### src/rtl/spi_ctl_pkg.sv
package spi_ctl_pkg;
  localparam int BYTE_W = 8;
  localparam int ADDR_W = 7;
  typedef enum logic [2:0] {
    ST_IDLE, ST_LEAD, ST_XFER, ST_LAG, ST_GAP
  } seq_state_e;
endpackage

### src/rtl/spi_div_calc.sv
module spi_div_calc #(
  parameter int DIV_W   = 8,
  parameter int MIN_DIV = 22
) (
  input  logic [DIV_W-1:0] div_i,
  output logic [DIV_W-1:0] half_o
);
  localparam logic [DIV_W-1:0] MIN_V = DIV_W'(MIN_DIV);
  logic [DIV_W-1:0] even_w, eff_w;
  always_comb begin
    even_w = {div_i[DIV_W-1:1], 1'b0};
    eff_w  = (even_w < MIN_V) ? MIN_V : even_w;
    half_o = eff_w >> 1;
  end
endmodule

### src/rtl/spi_phase_timer.sv
module spi_phase_timer #(
  parameter int W = 9
) (
  input  logic         clk_i,
  input  logic         rst_ni,
  input  logic         load_i,
  input  logic [W-1:0] val_i,
  output logic         zero_o
);
  logic [W-1:0] cnt_q;
  always_ff @(posedge clk_i or negedge rst_ni) begin
    if (!rst_ni)           cnt_q <= '0;
    else if (load_i)       cnt_q <= val_i;
    else if (cnt_q != '0)  cnt_q <= cnt_q - W'(1);
  end
  assign zero_o = (cnt_q == '0);
endmodule

### src/rtl/spi_shift.sv
module spi_shift #(
  parameter int BW = 8
) (
  input  logic          clk_i,
  input  logic          rst_ni,
  input  logic          load_i,
  input  logic [BW-1:0] load_val_i,
  input  logic          shift_tx_i,
  input  logic          sample_i,
  input  logic          miso_i,
  output logic          tx_msb_o,
  output logic [BW-1:0] rx_o
);
  logic [BW-1:0] tx_q, rx_q;
  always_ff @(posedge clk_i or negedge rst_ni) begin
    if (!rst_ni) begin
      tx_q <= '0;
      rx_q <= '0;
    end else begin
      if (load_i)          tx_q <= load_val_i;
      else if (shift_tx_i) tx_q <= {tx_q[BW-2:0], 1'b0};
      if (sample_i)        rx_q <= {rx_q[BW-2:0], miso_i};
    end
  end
  assign tx_msb_o = tx_q[BW-1];
  assign rx_o     = rx_q;
endmodule

### src/rtl/spi_ctl_master.sv
module spi_ctl_master
  import spi_ctl_pkg::*;
#(
  parameter int DIV_W    = 8,
  parameter int CNT_W    = 3,
  parameter int MIN_DIV  = 22,
  parameter int LEAD_CYC = 11,
  parameter int GAP_CYC  = 3
) (
  input  logic              clk_i,
  input  logic              rst_ni,
  input  logic [DIV_W-1:0]  div_i,
  input  logic              start_i,
  input  logic [ADDR_W-1:0] addr_i,
  input  logic              rnw_i,
  input  logic [CNT_W-1:0]  nbytes_i,
  input  logic [BYTE_W-1:0] wdata_i,
  output logic              wr_take_o,
  output logic [BYTE_W-1:0] rd_data_o,
  output logic              rd_valid_o,
  output logic              busy_o,
  output logic              done_o,
  output logic              cs_n_o,
  output logic              sck_o,
  output logic              mosi_o,
  output logic              mosi_oe_o,
  input  logic              miso_i
);
  localparam int TMR_W = DIV_W + 1;
  localparam int BIT_W = $clog2(BYTE_W);
  localparam logic [BIT_W-1:0] LAST_BIT = BIT_W'(BYTE_W - 1);

  seq_state_e        state_q;
  logic [DIV_W-1:0]  half_w, half_q;
  logic [CNT_W-1:0]  nb_q, byte_idx_q;
  logic [BIT_W-1:0]  bit_idx_q;
  logic              rnw_q, sck_q, cs_n_q, oe_q;
  logic              rd_valid_q, wr_take_q, done_q;
  logic [BYTE_W-1:0] rd_data_q, rx_w;

  logic tmr_zero, tmr_load;
  logic [TMR_W-1:0] tmr_val;
  logic accept, rise, fall, byte_end, last_byte, next_byte, lag_end, gap_end;
  logic tx_load, tx_shift;
  logic [BYTE_W-1:0] tx_val;

  spi_div_calc #(.DIV_W(DIV_W), .MIN_DIV(MIN_DIV)) u_div (
    .div_i (div_i),
    .half_o(half_w)
  );

  spi_phase_timer #(.W(TMR_W)) u_tmr (
    .clk_i (clk_i),
    .rst_ni(rst_ni),
    .load_i(tmr_load),
    .val_i (tmr_val),
    .zero_o(tmr_zero)
  );

  spi_shift #(.BW(BYTE_W)) u_shift (
    .clk_i     (clk_i),
    .rst_ni    (rst_ni),
    .load_i    (tx_load),
    .load_val_i(tx_val),
    .shift_tx_i(tx_shift),
    .sample_i  (rise),
    .miso_i    (miso_i),
    .tx_msb_o  (mosi_o),
    .rx_o      (rx_w)
  );

  always_comb begin
    accept    = (state_q == ST_IDLE) && start_i;
    rise      = tmr_zero && (state_q == ST_LEAD || (state_q == ST_XFER && !sck_q));
    fall      = tmr_zero && state_q == ST_XFER && sck_q;
    byte_end  = fall && (bit_idx_q == LAST_BIT);
    last_byte = byte_end && (byte_idx_q == nb_q);
    next_byte = byte_end && !last_byte;
    lag_end   = tmr_zero && state_q == ST_LAG;
    gap_end   = tmr_zero && state_q == ST_GAP;

    tmr_load = 1'b1;
    tmr_val  = '0;
    if (accept)         tmr_val = TMR_W'(LEAD_CYC) + TMR_W'(half_w) - TMR_W'(1);
    else if (last_byte) tmr_val = TMR_W'(LEAD_CYC) + TMR_W'(half_q) - TMR_W'(1);
    else if (rise || fall) tmr_val = TMR_W'(half_q) - TMR_W'(1);
    else if (lag_end)   tmr_val = TMR_W'(GAP_CYC - 1);
    else                tmr_load = 1'b0;

    tx_load  = accept || next_byte;
    tx_val   = accept ? {addr_i, rnw_i} : wdata_i;
    tx_shift = fall && !byte_end;
  end

  always_ff @(posedge clk_i or negedge rst_ni) begin
    if (!rst_ni) begin
      state_q    <= ST_IDLE;
      half_q     <= '0;
      nb_q       <= '0;
      byte_idx_q <= '0;
      bit_idx_q  <= '0;
      rnw_q      <= 1'b0;
      sck_q      <= 1'b0;
      cs_n_q     <= 1'b1;
      oe_q       <= 1'b0;
      rd_valid_q <= 1'b0;
      wr_take_q  <= 1'b0;
      done_q     <= 1'b0;
      rd_data_q  <= '0;
    end else begin
      rd_valid_q <= 1'b0;
      wr_take_q  <= 1'b0;
      done_q     <= 1'b0;
      unique case (state_q)
        ST_IDLE: if (accept) begin
          state_q    <= ST_LEAD;
          cs_n_q     <= 1'b0;
          oe_q       <= 1'b1;
          rnw_q      <= rnw_i;
          nb_q       <= nbytes_i;
          half_q     <= half_w;
          byte_idx_q <= '0;
          bit_idx_q  <= '0;
        end
        ST_LEAD: if (rise) begin
          sck_q   <= 1'b1;
          state_q <= ST_XFER;
        end
        ST_XFER: begin
          if (rise) sck_q <= 1'b1;
          if (fall) begin
            sck_q <= 1'b0;
            if (byte_end) begin
              bit_idx_q <= '0;
              if (rnw_q && byte_idx_q != '0) begin
                rd_valid_q <= 1'b1;
                rd_data_q  <= rx_w;
              end
              if (last_byte) begin
                oe_q    <= 1'b0;
                state_q <= ST_LAG;
              end else begin
                byte_idx_q <= byte_idx_q + CNT_W'(1);
                oe_q       <= !rnw_q;
                wr_take_q  <= !rnw_q;
              end
            end else begin
              bit_idx_q <= bit_idx_q + BIT_W'(1);
            end
          end
        end
        ST_LAG: if (lag_end) begin
          cs_n_q  <= 1'b1;
          state_q <= ST_GAP;
        end
        ST_GAP: if (gap_end) begin
          state_q <= ST_IDLE;
          done_q  <= 1'b1;
        end
        default: state_q <= ST_IDLE;
      endcase
    end
  end

  assign busy_o     = (state_q != ST_IDLE);
  assign done_o     = done_q;
  assign cs_n_o     = cs_n_q;
  assign sck_o      = sck_q;
  assign mosi_oe_o  = oe_q;
  assign rd_valid_o = rd_valid_q;
  assign rd_data_o  = rd_data_q;
  assign wr_take_o  = wr_take_q;
endmodule

### config.mk
export PLATFORM = sky130hd
export DESIGN_NAME = spi_ctl_master
export DESIGN_NICKNAME = d
export VERILOG_FILES = /design/src/rtl/spi_ctl_pkg.sv /design/src/rtl/spi_div_calc.sv /design/src/rtl/spi_phase_timer.sv /design/src/rtl/spi_shift.sv /design/src/rtl/spi_ctl_master.sv
export SDC_FILE = /design/constraint.sdc
export NUM_CORES = 1
export LEC_CHECK = 0
export ABC_AREA = 1
export BUFFER_PORTS_ARGS = -buffer_cell sky130_fd_sc_hd__buf_2
export CORE_MARGIN = 1.5
export CORE_UTILIZATION = 30
export CTS_CLUSTER_SIZE = 14
export DETAILED_ROUTE_END_ITERATION = 6
export GPL_ROUTABILITY_DRIVEN = 0
export PLACE_DENSITY = 0.46
export SETUP_SLACK_MARGIN = 0.15
export SYNTH_ARGS = -nofsm -noshare
export SYNTH_HDL_FRONTEND = slang
export SYNTH_HIERARCHICAL = 1
export SYNTH_SLANG_ARGS = --single-unit
export TNS_END_PERCENT = 100
### constraint.sdc
create_clock -name clk_i -period 2.1 [get_ports clk_i]
set_input_delay 0.525 -clock clk_i [delete_from_list [all_inputs] [get_ports clk_i]]
set_output_delay 0.525 -clock clk_i [all_outputs]
set_load 0.02 [all_outputs]
* Word-level counts from Yosys, hierarchy flattened *
Index checks and enable logic that the tools add are counted.

operators by class
  $add $sub $neg = 8
  $lt $le $gt $ge = 1
  equal/unequal tests = 14
  mux-type cells = 50
  reductions and logical operators = 36

operator list
  operator                                                              number
  9-bit 2-to-1 mux                                                      5
  3-bit 2-to-1 mux                                                      13
  8-bit 2-to-1 mux                                                      4
  1-bit 2-to-1 mux                                                      21
  8-bit by 1-bit subtractor with 9-bit output, second input constant    2
  4-bit by 7-bit adder with 8-bit output, first input constant          2
  2-bit inequality test, second input constant                          8
  3-bit case mux with 5 select lines                                    1
  1-bit logical AND                                                     12
  3-bit case mux with 2 select lines                                    2
  2-bit nonzero test                                                    5
  9-bit zero test                                                       1
  9-bit nonzero test                                                    1
  9-bit by 1-bit subtractor with 9-bit output, second input constant    1
  8-bit by 5-bit < comparator with 1-bit output, second input constant  1
  4-bit AND reduction                                                   2
  7-bit by 1-bit subtractor with 8-bit output, second input constant    1
  7-bit AND reduction                                                   1
  3-bit by 1-bit adder with 3-bit output, second input constant         2
  3-bit by 2-bit == test with 1-bit output, second input constant       2
  3-bit == test, second input constant                                  2
  1-bit case mux with 2 select lines                                    3
  3-bit AND reduction                                                   2
  3-bit nonzero test                                                    2
  other kinds (8)                                                       13

word-level totals
  register bits = 59
  output and inout port bits = 16
  logic and storage cells = 125

* Logic depth before layout (Yosys ltp) *
  depth after elaboration = 9
  depth in mapped cells = 18

* By module *
Netlist, hierarchy kept.

by module, submodules not included
  module           times used  cells an instance  area each (µm²)  sequential area each (µm²)
  spi_ctl_master   1           315                2234.6           877.1
  spi_shift        1           73                 676.9            400.4
  spi_phase_timer  1           90                 608.1            225.2
  spi_div_calc     1           22                 96.3             0.0

* Worst setup path after synthesis *
Ideal clock, no wire load.

  path type = flip-flop to flip-flop
  start point = register u_tmr.cnt_q[0]
  end point = register u_tmr.cnt_q[6]
  arrival = 2.113 ns
  required time = 1.986 ns
  setup slack = -0.127 ns
  stages on the path, launching flop included = 17
  buffers on the path = 0
  clock period less this slack = 2.227 ns
  cell sequence = dfrtp_1 inv_2 ha_1 nand2_2 nor2_4 nand2_1 inv_1 nand2_1 inv_1 nand3_2 nor2_4 nand3_4 nand2_1 nand3_1 or2_2 nand2_1 nor2_1

between the ends
  longest elaborated chain between the ends = 8

RTL lines
  item                                                          line                                        RTL
  start, declared                                               spi_phase_timer.sv:10                       logic [W-1:0] cnt_q;
  start signal, assigned                                        spi_phase_timer.sv:13                       else if (load_i) cnt_q <= val_i;
  start signal, assigned                                        spi_phase_timer.sv:14                       else if (cnt_q != '0) cnt_q <= cnt_q - W'(1);
  9-bit zero test *                                             spi_phase_timer.sv:16                       assign zero_o = (cnt_q == '0);
  via tmr_zero                                                  spi_ctl_master.sv:41                        logic tmr_zero, tmr_load;
  1-bit logical AND (2 in a row)                                spi_ctl_master.sv:75                        fall = tmr_zero && state_q == ST_XFER && sck_q;
  1-bit logical OR / 1-bit logical AND (equally long branches)  spi_ctl_master.sv:86, spi_ctl_master.sv:76
  9-bit 2-to-1 mux / 1-bit logical AND (equally long branches)  spi_ctl_master.sv:86, spi_ctl_master.sv:77
  9-bit 2-to-1 mux *                                            spi_ctl_master.sv:85                        else if (last_byte) tmr_val = TMR_W'(LEAD_CYC) + TMR_W'(half_q) - TMR_W'(1);
  9-bit 2-to-1 mux *                                            spi_ctl_master.sv:84                        if (accept) tmr_val = TMR_W'(LEAD_CYC) + TMR_W'(half_w) - TMR_W'(1);
  via tmr_val[6]                                                spi_ctl_master.sv:42                        logic [TMR_W-1:0] tmr_val;
  9-bit 2-to-1 mux *                                            spi_phase_timer.sv:13

Mark *: on every way through the listed nets, which the timed path passes. The rest lies on a longest branch. The select of a mux whose other input is x is not followed.
A chain may end at the register's enable or synchronous reset.

* Final worst setup path *
Same ends and word-level chain as after synthesis.

==> parameters.txt <==
Parameter                              Value

Worst setup path
  Critical-path cell list ... inv_2, ha_4, nand2_4, nor2_4, nand2_2, inv_2, nand2_2, inv_2, nand3_4, nor2_4, nand3_4, nand2_2, nand3_2, or2_4, nand2_2, nor2_2
  Required time worst endpoint ... 2.32 ns
  Worst R2R Path Depth ... 16
  Biggest cell delay along the critical path ... 0.38 ns
  Category of the critical setup timing path ... reg2reg
  Maximum net fanout on the critical path ... 5
  CP arrival ... 2.21 ns
  CP dominant cell by count ... nand2_2
  Number of buffers and inverters on the critical path ... 3
  Endpoint of the most critical register-to-register path ... u_tmr/cnt_q[6]
  Worst path top cell family by delay ... simple AND/OR/NAND/NOR gates
  Startpoint of the most critical register-to-register path ... u_tmr/cnt_q[0]
  Sort of element at the end of the critical path ... flip-flop
  Kind of start point of the critical path ... flip-flop
  Slowest cell on the critical path ... dfrtp_1
  Flop-to-flop setup slack ... 0.11 ns

Synth
  Cell type contributing the most total cell area after synthesis ... dfrtp_1
  Top flip-flop cell by instance count after synthesis ... dfrtp_1
  Synthesized Nets ... 541
  Synth unique cells ... 36
  Flip-flop and latch count after synthesis ... 60
  Sequential fraction of the synthesis area ... 0.416
  Instance count of the mapped netlist ... 500
  Mean area per synthesized cell ... 7.23 sq um
  Async set-reset flop share out of synthesis ... 1.00
  Number of enable flip-flop cells after synthesis ... 0
  Syn. warnings ... 6
  Total standard cell area after synthesis ... 3620 sq um
  Area share of the largest cell type after synthesis ... 0.408
  Top cells by area, synth ... dfrtp_1 (41%), nand2_1 (18%), nand3_1 (6.4%)

Final layout
  Sequential Area ... 1500 sq um
  Area growth from synthesis to layout ... 30.4%
  Diodes inserted ... 0
  Layout cells sized above 1 ... 0.270
  Area taken by multi-input logic gates ... 1950 sq um
  FILL cells ... 1222
  Number of nets in the layout ... 622

Clocking
  Num CTS Buffers ... 9
  TritonCTS Sinks ... 60
  Worst-Skew Late Latency ... 0.33 ns
  Root cell of the clock tree ... clkbuf_16
  CTS Hold Bufs ... 0
  H-tree levels ... 3
  Max clock buf depth ... 2
  Clock edge transition at the registers on the reported setup and hold paths ... 0.06 ns
  Clock tree from TritonCTS ... built

Timing
  F_max ... 503 MHz
  Count of final setup violators ... 0
  Worst slew margin relative to its limit ... 0.653
  Count of final max-slew check failures ... 0
  Slew of the pin with the lowest slew margin ... 0.517 ns
  Number of endpoints with negative hold slack in the final report ... 0
  Fin crit share ... 0.946
  Final setup skew ... 0.0104 ns
  Post-route worst hold slack ... 0.114 ns
  PnR worst setup slack ... 0.113 ns
  Time the final worst path needs with I/O delays and setup ... 1.99 ns
  Unrepaired setup endpoints after global routing ... yes

Floorplan
  Die Width ... 113 um
  Die Height ... 113 um
  Initial cell density of the core ... 0.313
  Area of the die ... 12700 sq um
  Count of pins on the block boundary ... 47
  Core box area ... 11600 sq um
  Total number of placement rows ... 39

Global routing
  Vias in the first global route ... 3151
  Overall global routing resource usage ... 0.147
  Final global-route overflow total ... 0
  Global-route wire length before repair ... 14900 um
  Largest net degree at the start of global routing ... 47
  Antenna violations before repair ... 0

Route
  Vias per cell ... 4.49
  Final wirelength ... 8910 um
  Total via count after detailed routing ... 3270
  Residual antenna-violating net count after detailed routing ... 0
  Drt first pass iters ... 4
  Routed wire length per instance ... 12.2 um
  Residual DRC count ... 0
  Drt initial violations ... 140

Placed design
  Post-Place Setup Slack ... 0.0324 ns
  Placed wire-length estimate ... 6490 um
  Number of buffers inserted by port buffering ... 45

Pwr
  Maximum ir drop on the vdd rail ... 504 uV
  Power per cell area ... 1250 nW/um^2
  Static leakage ... 2.53 nW

Run status
  Result of the run ... finished clean

Job
  Max cap viols ... 0

Hold path
  Hold Path Class ... in2async
-- cells in the mapped netlist (all sizes together), types with 2 or more instances --
cell / count
o21ai: 38
dfrtp: 59
nand3: 49
nand2: 188
xnor2: 3
nor2: 48
inv: 60
xor2: 6
ha: 10
a22o: 2
or2: 2
a21oi: 14
buf: 7
clkbuf: 6
-- report_power, final --
| group | total, mW | internal, mW | switching, mW | leakage [nW] |
|---|---|---|---|---|
| combinational | 2.56 | 0.986 | 1.57 | 1.62 |
| sequential | 1.84 | 1.54 | 0.299 | 0.768 |
| clock | 1.47 | 0.921 | 0.553 | 0.138 |
-- worst max path at each step --
stage / to / from / slack (ns) / cells after the start
2_1_floorplan: u_tmr/cnt_q[6] / u_tmr/cnt_q[0] / 0.11 / 16
3_3_place_gp: u_tmr/cnt_q[1] / u_tmr/cnt_q[5] / 0.01 / 16
3_5_place_dp: u_tmr/cnt_q[6] / div_i[7] / 0.03 / 15
4_1_cts: u_tmr/cnt_q[6] / u_tmr/cnt_q[0] / 0.10 / 16
5_1_grt: u_tmr/cnt_q[2] / u_tmr/cnt_q[0] / -0.05 / 17
6_report: u_tmr/cnt_q[6] / u_tmr/cnt_q[0] / 0.11 / 16
-- final cells by class --
cell class | instances | share of cell area
Timing Repair Buffer | 80 | 0.115
Tap cell | 143 | 0.0379
Clock buffer | 9 | 0.0478
Inverter | 61 | 0.0501
Sequential cell | 60 | 0.319
Clock inverter | 7 | 0.0159
Multi-Input combinational cell | 368 | 0.414
Timing Repair inverter | 1 | 0.00106
-- placed cells by master, fill, tap and decap left out, types with 7 or more instances in the layout --
master and count:
nand2_2 12, nand2_1 171, nor2_1 37, nand3_1 40
nor2_4 7, inv_2 13, dfrtp_1 59, inv_1 46
ha_1 9, buf_4 28, o21ai_1 7, clkbuf_16 9
nand3_2 7, a21oi_1 14, buf_2 45, o21ai_0 28
-- registers in the layout (all words and copies together), names as in the netlist, 3 cells and up --
| name | count |
|---|---|
| half_q | 8 |
| u_shift/tx_q | 8 |
| bit_idx_q | 3 |
| state_q | 3 |
| byte_idx_q | 3 |
| u_shift/rx_o | 8 |
| u_tmr/cnt_q | 9 |
| rd_data_o | 8 |
| nb_q | 3 |
-- metrics by stage --
stage / cells / utilization / power, mW / area, sq um / TNS (ns)
after floorplan: 500 / - / 3.55 / 3660 / 0
final: 729 / 0.408 / 5.87 / 4720 / 0
after global placement: 699 / 0.363 / 4.20 / 4200 / 0
after detailed placement: 699 / 0.363 / 4.22 / 4200 / 0
after CTS: 723 / 0.397 / 5.86 / 4590 / 0
after global routing: 729 / 0.408 / 6.41 / 4720 / -0.333
-- cells by family after synthesis --
family,share of synthesized area
other cells,0.00104
xor+xnor,0.0218
buf+inv,0.0848
simple gates,0.360
fa+ha+maj,0.0346
flops,0.416
compound gates,0.0827
-- layer usage --
| layer | global-route usage | share of wire |
|---|---|---|
| met4 | 0.0405 | 0.0045 |
| met2 | 0.233 | 0.45 |
| met1 | 0.202 | 0.50 |
| met5 | 0 | 0 |
| met3 | 0.0354 | 0.038 |
-- timing repair --
action	CTS	global route
hold endpoints to repair	0	0
setup buffers	7	4
endpoints found under the setup margin	28	32
resized for setup	9	19
gates cloned	1	2
pin swaps	9	1
No activity file was read; power rests on OpenSTA's default activity.
